### src/rtl/dmafe_pkg.sv
package dmafe_pkg;

    localparam int WIN_BITS = 13;
    localparam int INTR_W   = 4;

    localparam logic [1:0] SIZE_WORD = 2'd2;

    localparam logic [12:0] OFF_DPTR  = 13'h058;
    localparam logic [12:0] OFF_BPTR  = 13'h05C;
    localparam logic [12:0] OFF_GRP   = 13'h060;
    localparam logic [12:0] OFF_GDOWN = 13'h07C;
    localparam logic [12:0] OFF_CMD   = 13'h080;
    localparam logic [12:0] OFF_CFG   = 13'h084;
    localparam logic [12:0] OFF_STAT  = 13'h088;
    localparam logic [12:0] OFF_MASK  = 13'h08C;
    localparam logic [12:0] OFF_ACK   = 13'h090;
    localparam logic [12:0] OFF_RAW   = 13'h094;
    localparam logic [12:0] OFF_MSKD  = 13'h098;
    localparam logic [12:0] OFF_SCMD  = 13'h09C;

    localparam int CFG_EN_BIT   = 0;
    localparam int CFG_STOP_BIT = 1;

    localparam logic [9:0] SC_LOAD_D = 10'h140;
    localparam logic [9:0] SC_START  = 10'h020;
    localparam logic [9:0] SC_LOAD_C = 10'h200;

    typedef struct packed {
        logic load_d;
        logic start;
        logic load_c;
    } scmd_req_t;

    function automatic scmd_req_t scmd_decode(input logic [31:0] v);
        scmd_req_t r;
        logic [9:0] c;
        c        = v[9:0];
        r.load_d = |(c & SC_LOAD_D);
        r.start  = r.load_d && |(c & SC_START);
        r.load_c = |(c & SC_LOAD_C);
        return r;
    endfunction

endpackage

### src/rtl/dmafe_scmd.sv
module dmafe_scmd
    import dmafe_pkg::*;
(
    input  logic        clk,
    input  logic        rst,
    input  logic        strobe,
    input  logic [31:0] value,
    output logic        load_d,
    output logic        start,
    output logic        load_c
);

    scmd_req_t dec, req_q;

    always_comb dec = scmd_decode(value);

    always_ff @(posedge clk) begin
        if (rst) begin
            req_q <= '0;
        end else if (strobe) begin
            req_q <= dec;
        end else begin
            req_q <= '0;
        end
    end

    assign load_d = req_q.load_d;
    assign start  = req_q.start;
    assign load_c = req_q.load_c;

    // start is only ever issued together with a descriptor load
    assert_start_needs_load_R10: assert property (@(posedge clk) disable iff (rst)
        start |-> load_d);

    // a context load follows a write that carried bit 9
    assert_load_c_source_R10: assert property (@(posedge clk) disable iff (rst)
        load_c |-> $past(strobe && value[9]));

    // request pulses last one cycle when no new write follows
    assert_pulse_width_R10: assert property (@(posedge clk) disable iff (rst)
        (load_d && !strobe) |=> !load_d);

endmodule

### src/rtl/dmafe_chan.sv
module dmafe_chan
    import dmafe_pkg::*;
#(
    parameter int SRC_W = 2
) (
    input  logic              clk,
    input  logic              rst,
    input  logic              wr_en,
    input  logic [12:0]       off,
    input  logic [31:0]       wdata,
    input  logic              client_attached,
    input  logic [2:0]        eng_state,
    input  logic              eng_eol,
    input  logic [SRC_W-1:0]  eng_src,
    input  logic [INTR_W-1:0] intr_set,
    output logic [31:0]       rd_data,
    output logic              ch_enable,
    output logic              ch_stop,
    output logic [31:0]       ptr_data,
    output logic [31:0]       ptr_buf,
    output logic [31:0]       ptr_grp,
    output logic [31:0]       ptr_gdown,
    output logic              req_load_d,
    output logic              req_start,
    output logic              req_load_c,
    output logic              req_continue,
    output logic              irq
);

    localparam int STAT_PAD = 32 - 8 - SRC_W;
    localparam int INTR_PAD = 32 - INTR_W;

    logic [31:0] dptr_q, bptr_q, grp_q, gdown_q, cmd_q, cfg_q, scmd_q;
    logic [INTR_W-1:0] mask_q, raw_q, raw_n, ack_bits, masked;
    logic wr_cmd, wr_scmd, wr_ack, wr_mask, cont_q;

    assign wr_cmd  = wr_en && (off == OFF_CMD);
    assign wr_scmd = wr_en && (off == OFF_SCMD);
    assign wr_ack  = wr_en && (off == OFF_ACK);
    assign wr_mask = wr_en && (off == OFF_MASK);

    assign ack_bits = wr_ack ? wdata[INTR_W-1:0] : '0;
    assign raw_n    = (raw_q & ~ack_bits) | intr_set;
    assign masked   = raw_q & mask_q;

    always_ff @(posedge clk) begin
        if (rst) begin
            dptr_q  <= '0;
            bptr_q  <= '0;
            grp_q   <= '0;
            gdown_q <= '0;
            cmd_q   <= '0;
            cfg_q   <= '0;
            scmd_q  <= '0;
            mask_q  <= '0;
            raw_q   <= '0;
            cont_q  <= 1'b0;
        end else begin
            raw_q  <= raw_n;
            cont_q <= wr_cmd;
            if (wr_en) begin
                case (off)
                    OFF_DPTR:  dptr_q  <= wdata;
                    OFF_BPTR:  bptr_q  <= wdata;
                    OFF_GRP:   grp_q   <= wdata;
                    OFF_GDOWN: gdown_q <= wdata;
                    OFF_CMD:   cmd_q   <= wdata;
                    OFF_CFG:   cfg_q   <= wdata;
                    OFF_SCMD:  scmd_q  <= wdata;
                    OFF_MASK:  mask_q  <= wdata[INTR_W-1:0];
                    default:   ;
                endcase
            end
        end
    end

    always_comb begin
        case (off)
            OFF_DPTR:  rd_data = dptr_q;
            OFF_BPTR:  rd_data = bptr_q;
            OFF_GRP:   rd_data = grp_q;
            OFF_GDOWN: rd_data = gdown_q;
            OFF_CMD:   rd_data = cmd_q;
            OFF_CFG:   rd_data = cfg_q;
            OFF_SCMD:  rd_data = scmd_q;
            OFF_STAT:  rd_data = {{STAT_PAD{1'b0}}, eng_src, 2'b00, eng_eol, 2'b00, eng_state};
            OFF_MASK:  rd_data = {{INTR_PAD{1'b0}}, mask_q};
            OFF_RAW:   rd_data = {{INTR_PAD{1'b0}}, raw_q};
            OFF_MSKD:  rd_data = {{INTR_PAD{1'b0}}, masked};
            default:   rd_data = '0;
        endcase
    end

    assign ch_enable    = cfg_q[CFG_EN_BIT] && client_attached;
    assign ch_stop      = cfg_q[CFG_STOP_BIT];
    assign ptr_data     = dptr_q;
    assign ptr_buf      = bptr_q;
    assign ptr_grp      = grp_q;
    assign ptr_gdown    = gdown_q;
    assign req_continue = cont_q;
    assign irq          = |masked;

    dmafe_scmd u_scmd (
        .clk    (clk),
        .rst    (rst),
        .strobe (wr_scmd),
        .value  (wdata),
        .load_d (req_load_d),
        .start  (req_start),
        .load_c (req_load_c)
    );

    // acknowledged bits are clear afterwards unless re-raised
    assert_ack_clears_R6: assert property (@(posedge clk) disable iff (rst)
        (wr_ack && intr_set == '0) |=> ((raw_q & $past(wdata[INTR_W-1:0])) == '0));

    // a raw bit holds until acknowledged
    assert_raw_holds_R6: assert property (@(posedge clk) disable iff (rst)
        (raw_q != '0 && !wr_ack) |=> ((raw_q & $past(raw_q)) == $past(raw_q)));

    // the line only rises after an interrupt event or a mask change
    assert_irq_rise_cause_R8: assert property (@(posedge clk) disable iff (rst)
        $rose(irq) |-> $past(intr_set != '0 || wr_mask));

    // continue pulse traces back to a command write
    assert_continue_src_R11: assert property (@(posedge clk) disable iff (rst)
        req_continue |-> $past(wr_cmd));

endmodule

### src/rtl/dmafe_top.sv
module dmafe_top
    import dmafe_pkg::*;
#(
    parameter int NCH   = 2,
    parameter int SRC_W = 2,
    localparam int CH_W = (NCH > 1) ? $clog2(NCH) : 1,
    localparam int AW   = WIN_BITS + CH_W
) (
    input  logic                  clk,
    input  logic                  rst,
    input  logic                  bus_req,
    input  logic                  bus_we,
    input  logic [AW-1:0]         bus_addr,
    input  logic [1:0]            bus_size,
    input  logic [31:0]           bus_wdata,
    output logic                  bus_rsp,
    output logic [31:0]           bus_rdata,
    output logic                  bus_err,
    input  logic [NCH-1:0]        client_attached,
    input  logic [3*NCH-1:0]      eng_state,
    input  logic [NCH-1:0]        eng_eol,
    input  logic [SRC_W*NCH-1:0]  eng_src,
    input  logic [INTR_W*NCH-1:0] intr_set,
    output logic [NCH-1:0]        ch_enable,
    output logic [NCH-1:0]        ch_stop,
    output logic [32*NCH-1:0]     ptr_data,
    output logic [32*NCH-1:0]     ptr_buf,
    output logic [32*NCH-1:0]     ptr_grp,
    output logic [32*NCH-1:0]     ptr_gdown,
    output logic [NCH-1:0]        req_load_d,
    output logic [NCH-1:0]        req_start,
    output logic [NCH-1:0]        req_load_c,
    output logic [NCH-1:0]        req_continue,
    output logic [NCH-1:0]        irq
);

    logic [CH_W-1:0] ch_sel;
    logic [12:0]     off;
    logic            size_ok;
    logic [31:0]     chan_rd [NCH];

    assign ch_sel  = bus_addr[AW-1:WIN_BITS];
    assign off     = {bus_addr[12:2], 2'b00};
    assign size_ok = (bus_size == SIZE_WORD);

    for (genvar g = 0; g < NCH; g++) begin : g_ch
        logic wr_hit;
        assign wr_hit = bus_req && bus_we && size_ok && (ch_sel == CH_W'(g));

        dmafe_chan #(.SRC_W(SRC_W)) u_chan (
            .clk             (clk),
            .rst             (rst),
            .wr_en           (wr_hit),
            .off             (off),
            .wdata           (bus_wdata),
            .client_attached (client_attached[g]),
            .eng_state       (eng_state[3*g +: 3]),
            .eng_eol         (eng_eol[g]),
            .eng_src         (eng_src[SRC_W*g +: SRC_W]),
            .intr_set        (intr_set[INTR_W*g +: INTR_W]),
            .rd_data         (chan_rd[g]),
            .ch_enable       (ch_enable[g]),
            .ch_stop         (ch_stop[g]),
            .ptr_data        (ptr_data[32*g +: 32]),
            .ptr_buf         (ptr_buf[32*g +: 32]),
            .ptr_grp         (ptr_grp[32*g +: 32]),
            .ptr_gdown       (ptr_gdown[32*g +: 32]),
            .req_load_d      (req_load_d[g]),
            .req_start       (req_start[g]),
            .req_load_c      (req_load_c[g]),
            .req_continue    (req_continue[g]),
            .irq             (irq[g])
        );
    end

    always_ff @(posedge clk) begin
        if (rst) begin
            bus_rsp   <= 1'b0;
            bus_err   <= 1'b0;
            bus_rdata <= '0;
        end else begin
            bus_rsp   <= bus_req;
            bus_err   <= bus_req && !size_ok;
            bus_rdata <= (bus_req && !bus_we && size_ok) ? chan_rd[ch_sel] : '0;
        end
    end

    // an error response carries no data
    assert_err_no_data_R1: assert property (@(posedge clk) disable iff (rst)
        bus_err |-> (bus_rdata == '0));

    // every response follows a request one cycle earlier
    assert_rsp_follows_req_R2: assert property (@(posedge clk) disable iff (rst)
        bus_rsp |-> $past(bus_req));

    // every request is answered on the next cycle
    assert_req_answered_R2: assert property (@(posedge clk) disable iff (rst)
        bus_req |=> bus_rsp);

endmodule

### config.mk
export PLATFORM = sky130hd
export DESIGN_NAME = dmafe_top
export DESIGN_NICKNAME = d
export VERILOG_FILES = /design/src/rtl/dmafe_pkg.sv /design/src/rtl/dmafe_scmd.sv /design/src/rtl/dmafe_chan.sv /design/src/rtl/dmafe_top.sv
export SDC_FILE = /design/constraint.sdc
export NUM_CORES = 1
export LEC_CHECK = 0
export BUFFER_PORTS_ARGS = -buffer_cell sky130_fd_sc_hd__buf_4
export CAP_MARGIN = 20
export CORE_UTILIZATION = 25
export CTS_CLUSTER_DIAMETER = 60
export DETAILED_ROUTE_END_ITERATION = 16
export HOLD_SLACK_MARGIN = 0.15
export MAX_ROUTING_LAYER = met4
export RECOVER_POWER = 100
export SLEW_MARGIN = 5
export SYNTH_ARGS = -nofsm -noshare
export SYNTH_HDL_FRONTEND = slang
export SYNTH_SLANG_ARGS = --single-unit
export TNS_END_PERCENT = 5
### constraint.sdc
create_clock -name clk -period 2.8 [get_ports clk]
set_clock_uncertainty 0.1 [all_clocks]
set_input_delay 0.14 -clock clk [delete_from_list [all_inputs] [get_ports clk]]
set_output_delay 0.14 -clock clk [all_outputs]
set_load 0.01 [all_outputs]
==> results.ini, run 1 <==
[synth]
synth_compound_area_frac = 0.2273
synth-simple-area-share = 0.2177
synth_seq_cells = 506
synthArstFlopShare = 0
synth.area.mux_share = 0.02397
yosysTopAreaCell = dfxtp_1
post-synth-top-count-cell = nand2_1
synth_cell_types = 72
postSynthCellCount = 2765
synth_flop_cell = dfxtp_1
synthAdderAreaFrac = 0
ys_seq_area_frac = 0.4711
synth_warnings = 0
netlist_area_um2 = 21500
synth_area_per_cell_um2 = 7.777
synth_top_family_by_area = compound AO/OA/AOI/OAI gates
synth_top_area_frac = 0.4711
synth_edf_count = 0
synthXorXnorAreaFrac = 0
yosys-top-cells-area = dfxtp_1 47%, nand2_1 17%, a21oi_1 12%
synth_nets = 2839
netlist_top_cells_count = 961 x nand2_1, 506 x dfxtp_1, 496 x a21oi_1

[layout]
final_cell_area_um2 = 27540
nets = 3234
synthToLayoutAreaGrowth_pct = 28.05
drive_above_1_share = 0.1149
n_fill_cell = 9250

[pwr]
irDropWorstVdd_v = 0.0005079
p_sw_mw = 4.034
pwr-share-seq = 0.439
p_comb_frac = 0.055
p_total_mw = 16.45
p_clk_frac = 0.506
p_sw_frac = 0.2453
leakagePower_nw = 8.799
internal_power_mw = 12.41
power_density_nw_per_um2 = 597.3

[critical_path]
worstSetupEndpointType = register
crit_arrival_ps = 3080
critPathLaunchType = register
path_cells = mux2_2 > a22oi_1 > a21oi_1 > clkbuf_2 > a2111oi_1 > a211oi_1 > dlygate4sd3_1
critical_path.slowest_cell = dlygate4sd3_1
critPathMaxFanout = 3
worst-path-buf-inv = 2
rrSetupSlack_ps = 120
cp.required_ps = 3200
crit_path_max_incr_delay_ps = 630
critPathTopFamily = compound AO/OA/AOI/OAI gates
crit_type = reg -> reg

[floorplan]
die_y_um = 295.3
coreArea_um2 = 85150
placementRows = 107
initial_utilization = 0.2525
die_w_um = 295.3
io_pins = 378
dieArea_um2 = 87190

[timing]
rsz0062_at_grt = no
drv_slew = 0
hold_viol_final = 0
finalCritPeriodShare = 0.9577
period_needed_ps = 2681
max_freq_mhz = 372.9
setup_violations = 0
tightest_slew_ps = 1497
setup_tns_ps = 0
slew_headroom = 0.001717

[clock_network]
cts_buffer_depth = 3
cts_inserted_buffers = 61
htree_levels = 2
cts_tree = built
clock_latency_ps = 640
cts.clk_slew.worst_paths_ps = 60
root_buffer = clkbuf_16
cts.sinks = 506

[worst_hold_path]
hold_class = in -> reg

[route]
route.detailed.drc = 0
wl_mm = 111.5
drt_pass1_iterations = 6
drt_iter0_drc = 3026
viasPerCell = 5.286
ant_nets = 0
wl_per_cell_um = 25.56
vias = 23052

[grt]
overflow = 0
grt_max_degree = 236
antenna_found_initial = 6
met2_usage = 0.3847
use_met1 = 0.3320
grt_pass1_wl_mm = 156.3
track_usage = 0.2540
gr-usage-met3 = 0.04473
top_usage_layer = met2
first_global_vias = 21184

[status]
violations = capacitance limit
outcome = finished with violations

[placement]
place.gp.congestion = 0.9516
dpl.hpwl_mm = 76.88
numPortBuffers = 375
placed_area_um2 = 26100

[run]
drv_cap = 1

cell usage in the layout (no fill, tap or decap), types with 5 or more instances in the layout:
cell type      instances
and3_1                 8
a222oi_1              17
a211oi_1              27
o22ai_1               23
mux2i_1               29
a311oi_1               7
a22oi_1               95
inv_1                  6
dlygate4sd3_1         74
a21oi_1              496
clkbuf_16             61
nor2b_1                5
buf_4                183
nand2_1              961
a221o_1                7
a2111oi_0              5
and2_1                 5
buf_12                15
diode_2                6
nor2_1                41
o21ai_0               27
clkbuf_2              15
clkbuf_1             332
clkinv_2               6
o221ai_1               6
clkbuf_8              20
nor4_1                 5
a22o_1                30
clkinvlp_4             5
nor3_1                11
nand4_1                7
nand3_1               20
and2_0                10
nor3_2                 5
a221oi_1              27
nand2b_1               6
dfxtp_1              506
mux2_2                20
tightest hold or removal path, delay by kind of cell:
kind,cells,cell delay (ps)
AOI/OAI and AO/OA,2,340
buffers and inverters,1,210
and+or+nand+nor,1,140
final timing paths:
| path | from | to | cells past startpoint |
|---|---|---|---|
| hold / removal | bus_addr[3] | bus_rdata[3] | 4 |
| setup reg to reg | g_ch[0].u_chan.ptr_buf[0] | bus_rdata[0] | 7 |
| setup / recovery | g_ch[0].u_chan.ptr_buf[0] | bus_rdata[0] | 7 |
| hold reg to reg | g_ch[1].u_chan.cmd_q[7] | g_ch[1].u_chan.cmd_q[7] | 2 |
cell type report:
cell class,instances,area (um^2),share of cell area
Timing Repair Buffer,611,3725,0.1353
Inverter,7,26.28,0.0009542
Multi-Input combinational cell,1973,10080,0.3661
Tap cell,1144,1431,0.05198
Antenna cell,6,15.01,0.0005453
Sequential cell,506,10130,0.3679
Clock buffer,92,1843,0.06693
Clock inverter,22,285.3,0.01036
flip-flops by register name, summed over array words and instances, names as in the netlist:
| signal | count |
|---|---|
| g_ch.u_chan.raw_q | 8 |
| g_ch.u_chan.cmd_q | 64 |
| bus_err | 1 |
| g_ch.u_chan.req_continue | 2 |
| bus_rdata | 32 |
| g_ch.u_chan.scmd_q | 64 |
| g_ch.u_chan.cfg_q | 64 |
| g_ch.u_chan.u_scmd.start | 2 |
| g_ch.u_chan.u_scmd.load_d | 2 |
| g_ch.u_chan.ptr_buf | 64 |
| g_ch.u_chan.mask_q | 8 |
| g_ch.u_chan.u_scmd.load_c | 2 |
| g_ch.u_chan.ptr_data | 64 |
| bus_rsp | 1 |
| g_ch.u_chan.ptr_grp | 64 |
| g_ch.u_chan.ptr_gdown | 64 |
repair_timing:
action | 4_1_cts | 5_1_grt
buffers inserted | 0 | 1
hold buffers | 74 | 0
endpoints found under the hold margin | 498 | 0
endpoints found under the setup margin | 0 | 9
gates resized for setup | 0 | 3
routing by layer:
metal	wire, um	up-vias	share of wire
li1	-	10311	-
met2	49710	1430	0.45
met1	45130	11047	0.40
met5	0	-	0
met4	5167	0	0.046
met3	11440	264	0.10
metrics by stage:
stage / utilization / instances / hold slack (ps) / worst slack, ps
after floorplan: - / 2765 / 157.4 / 747.5
after global placement: 0.3065 / 4166 / 248.6 / 127.3
after detailed placement: 0.3065 / 4166 / 258.6 / 121.9
after CTS: 0.3402 / 4354 / 156.2 / 12.73
after global routing: 0.3234 / 4361 / 202.1 / 62.80
final: 0.3234 / 4361 / 171.2 / 118.6
cell families after synthesis:
group,count (synthesis)
mux,49
compound gates,800
flops,506
buf+inv,286
simple gates,1124
power by group through the flow:
| stage | Clock [mW] | Combinational, mW | Sequential [mW] |
|---|---|---|---|
| 3_5_place_dp | 0 | 0.787 | 7.38 |
| 2_1_floorplan | 0 | 0.358 | 7.37 |
| 3_3_place_gp | 0 | 0.790 | 7.38 |
| 4_1_cts | 8.38 | 0.878 | 7.22 |
| 5_1_grt | 8.68 | 0.918 | 7.22 |
| 6_report | 8.33 | 0.897 | 7.22 |
No activity file was read; power rests on OpenSTA's default activity.
==> inputs of run 2 (changes only) <==
--- a/config.mk
+++ b/config.mk
@@ -7,11 +7,14 @@
 export LEC_CHECK = 0
 export BUFFER_PORTS_ARGS = -buffer_cell sky130_fd_sc_hd__buf_4
 export CAP_MARGIN = 20
+export CELL_PAD_IN_SITES_DETAIL_PLACEMENT = 1
+export CELL_PAD_IN_SITES_GLOBAL_PLACEMENT = 1
 export CORE_UTILIZATION = 25
 export CTS_CLUSTER_DIAMETER = 60
 export DETAILED_ROUTE_END_ITERATION = 16
 export HOLD_SLACK_MARGIN = 0.15
 export MAX_ROUTING_LAYER = met4
+export PLACE_DENSITY_LB_ADDON = 0.1
 export RECOVER_POWER = 100
 export SLEW_MARGIN = 5
 export SYNTH_ARGS = -nofsm -noshare
==> run 2 against run 1 <==
  * The flow now finishes without violations
  * Non-clock buffer count up 3
  * Maximum frequency down 1.4%
  * Register-to-register slack better by 210 ps
  * Global-route usage up 3.4 points
  * Worst hold slack better by 15 ps
  * Combinational power up 4.2%
  * Total power down 2.2%
  * Final area up 0.40%
  * Flip-flop and latch count unchanged
  * Sequential power about the same
  * Critical path type is now in -> reg
  * Largest cell class is now multi-input combinational cells
==> results.ini, run 2 (synthesized netlist as in run 1, its figures left out) <==
[status]
outcome = completed  ; was finished with violations

[clock_network]
cts_buffer_depth = 3  ; unchanged
cts_tree = built  ; unchanged
clock_latency_ps = 640  ; about the same
cts.sinks = 506  ; unchanged
root_buffer = clkbuf_16  ; unchanged
postCtsSetupBuffers = 0  ; unchanged
htree_levels = 2  ; unchanged
cts.clk_slew.worst_paths_ps = 60  ; about the same
cts_inserted_buffers = 61  ; unchanged

[timing]
period_needed_ps = 2721  ; was 2681 ps
layout_setup_ws_ps = 79.18  ; was 118.6 ps
slew_headroom = 0.01707  ; was 0.001717
setup_violations = 0  ; unchanged
tightest_slew_ps = 1465  ; was 1497 ps
max_freq_mhz = 367.5  ; was 372.9 MHz
rsz0062_at_grt = yes  ; was no
drv_slew = 0  ; unchanged
finalCritPeriodShare = 0.9717  ; was 0.9577
hold_viol_final = 0  ; unchanged
whs_ps = 185.9  ; was 171.2 ps

[grt]
track_usage = 0.2882  ; was 0.2540
grt_pass1_wl_mm = 175.3  ; was 156.3 mm
overflow = 0  ; unchanged
top_usage_layer = met2  ; unchanged
grt_max_degree = 170  ; was 236
gr-usage-met3 = 0.03421  ; was 0.04473
met2_usage = 0.4591  ; was 0.3847
first_global_vias = 23105  ; was 21184
antenna_found_initial = 4  ; was 6
use_met1 = 0.3798  ; was 0.3320

[critical_path]
critPathMaxFanout = 18  ; was 3
crit_type = in -> reg  ; was reg -> reg
reg2reg_to = bus_rdata[1]  ; was bus_rdata[0]
r2r-start = g_ch[0].u_chan.ptr_gdown[1]  ; was g_ch[0].u_chan.ptr_buf[0]
cp.required_ps = 3230  ; was 3200 ps
crit_arrival_ps = 3150  ; was 3080 ps
r2r_cells = 6  ; was 7
cp-startpoint = bus_addr[9]  ; was g_ch[0].u_chan.ptr_buf[0]
rrSetupSlack_ps = 330  ; was 120 ps
worstSetupEndpointType = register  ; unchanged
critPathLaunchType = input pin  ; was register

[floorplan]
die_y_um = 295.3  ; unchanged
coreArea_um2 = 85150  ; unchanged
io_pins = 378  ; unchanged
dieArea_um2 = 87190  ; unchanged
die_w_um = 295.3  ; unchanged
initial_utilization = 0.2525  ; unchanged
placementRows = 107  ; unchanged

[route]
drt_iter0_drc = 1995  ; was 3026
wl_mm = 125.1  ; was 111.5 mm
ant_nets = 0  ; unchanged
wl_per_cell_um = 28.73  ; was 25.56 um
route.detailed.drc = 0  ; unchanged
vias = 23210  ; was 23052
viasPerCell = 5.328  ; was 5.286
drt_pass1_iterations = 5  ; was 6

[run]
drv_cap = 0  ; was 1

[layout]
utilization = 0.3247  ; was 0.3234
drive_above_1_share = 0.1197  ; was 0.1149
nets = 3237  ; was 3234
synthToLayoutAreaGrowth_pct = 28.56  ; was 28.05%
n_fill_cell = 10292  ; was 9250
layout_common_cells = 960 x nand2_1, 506 x dfxtp_1, 496 x a21oi_1  ; was 961 x nand2_1, 506 x dfxtp_1, 496 x a21oi_1
final_common_cell = nand2_1  ; unchanged

[placement]
numPortBuffers = 375  ; unchanged
place.gp.congestion = 0.8827  ; was 0.9516
dpl.hpwl_mm = 84.75  ; was 76.88 mm
place_ws_ps = 117.6  ; was 121.9 ps

[pwr]
p_total_mw = 16.08  ; was 16.45 mW
power_density_nw_per_um2 = 581.8  ; was 597.3 nW/um^2
leakagePower_nw = 8.871  ; was 8.799 nW
irDropWorstVdd_v = 0.0003641  ; was 0.0005079 V

[worst_hold_path]
holdCritStartpoint = bus_addr[6]  ; was bus_addr[3]
hold_depth = 6  ; was 4
worstHoldEndpoint = bus_rdata[0]  ; was bus_rdata[3]
hold_class = in -> reg  ; unchanged

## run 2: cell types whose count changed in the layout (fill, tap and decap cells not counted), sizes merged, moves of 2 or more
cell,before,now
inv,11,7
clkinvlp,5,0
clkinv,9,12
clkbuf,430,416
bufinv,4,2
diode,6,3
buf,199,220
## run 2: power breakdown
group          switching (mW)  leakage (nW)  total, mW  internal, mW
Sequential             0.0134          4.08       7.22          7.21
Combinational           0.654          3.83      0.935         0.280
Clock                    3.33         0.966       7.93          4.60
## run 2: through the flow
stage	area [um^2]	cells	TNS (ps)
after floorplan	21500	2765	0
after global placement	26140	4170	0
after detailed placement	26140	4170	0
after CTS	28820	4352	0
after global routing	27640	4355	-12.35
final	27650	4356	0
## run 2: timing repair
action	in CTS	in global routing
hold endpoints to repair	499	0
hold buffers	73	0
gates resized for setup	0	3
setup endpoints to repair	0	8
## run 2: critical path, stage by stage
cell	delay, ps
buf_4	120
or4_1	590
buf_12	200
nor4_4	490
nand3_1	190
a21oi_1	210
dlygate4sd3_1	570
nor2_1	40
dlygate4sd3_1	570
## run 2: worst max-delay path by stage
stage / end / slack [ps]
3_5_place_dp: bus_rdata[0] / 120
6_report: g_ch[0].u_chan.raw_q[2] / 80
4_1_cts: g_ch[1].u_chan.raw_q[2] / 20
3_3_place_gp: bus_rdata[30] / 120
5_1_grt: g_ch[0].u_chan.raw_q[2] / -10
2_1_floorplan: bus_rdata[14] / 750
## run 2: layer usage
metal | up-vias | part of all wire
met5 | - | 0
met4 | 0 | 0.032
met3 | 175 | 0.057
met2 | 895 | 0.47
met1 | 11845 | 0.44
li1 | 10295 | -
## run 2: cell type report
type / count / area [um^2] / share of cell area
antenna: 3 / 7.507 / 0.0002716
clock buffer: 95 / 1815 / 0.06567
clock inverter: 14 / 138.9 / 0.005024
inverter: 7 / 26.28 / 0.0009504
multi-input combinational: 1973 / 10170 / 0.3678
sequential: 506 / 10130 / 0.3664
tap: 1144 / 1431 / 0.05178
timing repair buffer: 614 / 3928 / 0.1421
==> inputs of run 3 (changes only) <==
--- a/config.mk
+++ b/config.mk
@@ -16,6 +16,7 @@
 export MAX_ROUTING_LAYER = met4
 export PLACE_DENSITY_LB_ADDON = 0.1
 export RECOVER_POWER = 100
+export SETUP_SLACK_MARGIN = 0.1
 export SLEW_MARGIN = 5
 export SYNTH_ARGS = -nofsm -noshare
 export SYNTH_HDL_FRONTEND = slang
==> constraint.sdc (replaced) <==
create_clock -name clk -period 3 [get_ports clk]
set_clock_uncertainty 0.1 [all_clocks]
set_input_delay 0.15 -clock clk [delete_from_list [all_inputs] [get_ports clk]]
set_output_delay 0.15 -clock clk [all_outputs]
set_load 0.01 [all_outputs]
==> run 3 against run 2 <==
  * Routed wire length grew 0.12%
  * Worst hold slack lost 16 ps
  * Sequential share of layout area up 0.26 points
  * Critical path depth rose by 1
  * First-iteration DRC count up 4.1%
  * Register-to-register slack worse by 50 ps
  * Core utilization shrank 0.23 points
  * Total power fell by 2.0%
  * Combinational power decreased by 8.9%
  * Non-clock buffer count decreased by 8
  * Highest routed layer unchanged
==> results.ini, run 3 (synthesized netlist as in run 1, its figures left out) <==
[timing]
setup_tns_ps = 0  ; unchanged
setup_violations = 0  ; unchanged
slew_headroom = 0.1849  ; was 0.01707
rsz0062_at_grt = yes  ; unchanged
finalCritPeriodShare = 0.9843
tightest_slew_ps = 1223  ; was 1465 ps
max_freq_mhz = 338.7
period_needed_ps = 2953
hold_viol_final = 0  ; unchanged
drv_slew = 0  ; unchanged

[route]
vias = 23093  ; was 23210
wl_per_cell_um = 28.76  ; was 28.73 um
viasPerCell = 5.301  ; was 5.328
route.detailed.drc = 0  ; unchanged
wl_mm = 125.3  ; was 125.1 mm
drt_pass1_iterations = 5  ; unchanged
drt_iter0_drc = 2076  ; was 1995
ant_nets = 0  ; unchanged

[pwr]
internal_power_mw = 11.81  ; was 12.09 mW
irDropWorstVdd_v = 0.0003171  ; was 0.0003641 V
power_density_nw_per_um2 = 574.4  ; was 581.8 nW/um^2
pwr-share-seq = 0.428  ; was 0.449
leakagePower_nw = 8.811  ; was 8.871 nW
p_comb_frac = 0.054  ; was 0.058
p_sw_mw = 3.957  ; was 3.997 mW
p_sw_frac = 0.2509  ; was 0.2485
p_clk_frac = 0.518  ; was 0.493

[worst_hold_path]
hold_class = in -> reg  ; unchanged
hold_depth = 4  ; was 6

[clock_network]
cts.clk_slew.worst_paths_ps = 60  ; about the same
cts_tree = built  ; unchanged
cts.repair.resized = 0  ; unchanged
root_buffer = clkbuf_16  ; unchanged
clock_latency_ps = 620  ; was 640 ps
cts.sinks = 506  ; unchanged
cts_buffer_depth = 3  ; unchanged
postCtsSetupBuffers = 0  ; unchanged
htree_levels = 3  ; was 2
cts_inserted_buffers = 68  ; was 61

[floorplan]
dieArea_um2 = 87190  ; unchanged
initial_utilization = 0.2525  ; unchanged
die_y_um = 295.3  ; unchanged
coreArea_um2 = 85150  ; unchanged
io_pins = 378  ; unchanged
die_w_um = 295.3  ; unchanged
placementRows = 107  ; unchanged

[critical_path]
rrSetupSlack_ps = 280  ; was 330 ps
critPathLaunchType = input pin  ; unchanged
crit_arrival_ps = 3420  ; was 3150 ps
r2r_cells = 7  ; was 6
reg2reg_to = bus_rdata[27]  ; was bus_rdata[1]
cp-startpoint = bus_addr[8]  ; was bus_addr[9]
worstSetupEndpointType = register  ; unchanged
crit_type = in -> reg  ; unchanged
cp-endpoint = bus_rdata[9]  ; was g_ch[0].u_chan.raw_q[2]
critPathMaxFanout = 14  ; was 18
r2r-start = g_ch[1].u_chan.ptr_buf[27]  ; was g_ch[0].u_chan.ptr_gdown[1]
cp.required_ps = 3470  ; was 3230 ps

[layout]
drive_above_1_share = 0.1168  ; was 0.1197
n_fill_cell = 10371  ; was 10292
ff_latch_area_um2 = 10130  ; unchanged
utilization = 0.3224  ; was 0.3247
layout_common_cells = 960 x nand2_1, 506 x dfxtp_1, 496 x a21oi_1  ; unchanged
synthToLayoutAreaGrowth_pct = 27.65  ; was 28.56%
nets = 3236  ; was 3237
multi_input_area_um2 = 10090  ; was 10170 um^2
final_common_cell = nand2_1  ; unchanged

[placement]
numPortBuffers = 375  ; unchanged
dpl.hpwl_mm = 84.85  ; was 84.75 mm
place.gp.congestion = 0.8709  ; was 0.8827

[grt]
grt_max_degree = 169  ; was 170
track_usage = 0.2886  ; was 0.2882
grt_pass1_wl_mm = 175.0  ; was 175.3 mm
antenna_found_initial = 3  ; was 4
overflow = 0  ; unchanged
first_global_vias = 23279  ; was 23105

[status]
outcome = completed  ; unchanged

[run]
drv_cap = 0  ; unchanged

run 3: layout make-up:
| cell class | instances | area share |
|---|---|---|
| flip-flops and latches | 506 | 0.3690 |
| multi-input cells | 1973 | 0.3675 |
| repair buffers | 606 | 0.1300 |
| clock buffers | 93 | 0.06979 |
| well taps | 1144 | 0.05215 |
| clock inverters | 26 | 0.01039 |
| inverters | 7 | 0.0009572 |
| diodes | 1 | 0.00009117 |
run 3: worst min-delay path by stage:
stage | startpoint | to | slack, ps
after detailed placement | intr_set[0] | g_ch[0].u_chan.raw_q[0] | 260
after CTS | bus_addr[13] | bus_rdata[31] | 160
after floorplan | intr_set[0] | g_ch[0].u_chan.raw_q[0] | 170
after global placement | intr_set[5] | g_ch[1].u_chan.raw_q[1] | 260
final | bus_addr[13] | bus_rdata[31] | 170
after global routing | bus_addr[13] | bus_rdata[25] | 200
run 3: power by group through the flow:
stage                     clock network [mW]  logic [mW]  registers (mW)
after floorplan                            0       0.334            6.88
after global placement                     0       0.757            6.89
after detailed placement                   0       0.761            6.89
after CTS                               8.30       0.844            6.74
after global routing                    8.59       0.874            6.74
final                                   8.17       0.852            6.74
run 3: per-layer routing:
layer	vias to the layer above	global-route usage	routed length [um]
li1	10281	-	-
met1	11759	0.3790	56060
met2	843	0.4588	58320
met3	210	0.03172	6688
met4	0	0.09933	4221
met5	-	-	0
run 3: timing repair:
item | in CTS | in global routing
endpoints found under the setup margin | 0 | 8
hold buffers | 72 | 0
hold endpoints to repair | 503 | 0
run 3: through the flow:
step	hold WS (ps)	cell area, um^2	worst slack, ps	total power, mW	cells
5_1_grt	204.1	27450	25.67	16.21	4356
4_1_cts	156.4	28840	197.1	15.89	4355
6_report	170.0	27450	47.10	15.77	4356
3_3_place_gp	264.2	25920	168.1	7.647	4164
2_1_floorplan	167.4	21500	937.5	7.217	2765
3_5_place_dp	264.1	25920	138.2	7.651	4164
run 3: critical path, cell delays in order:
cell	delay [ps]
clkbuf_4	120
nor4_1	560
clkbuf_1	280
nand3_1	270
clkbuf_2	470
buf_4	350
o22ai_1	330
nor3b_1	120
a211oi_2	210
dlygate4sd3_1	560
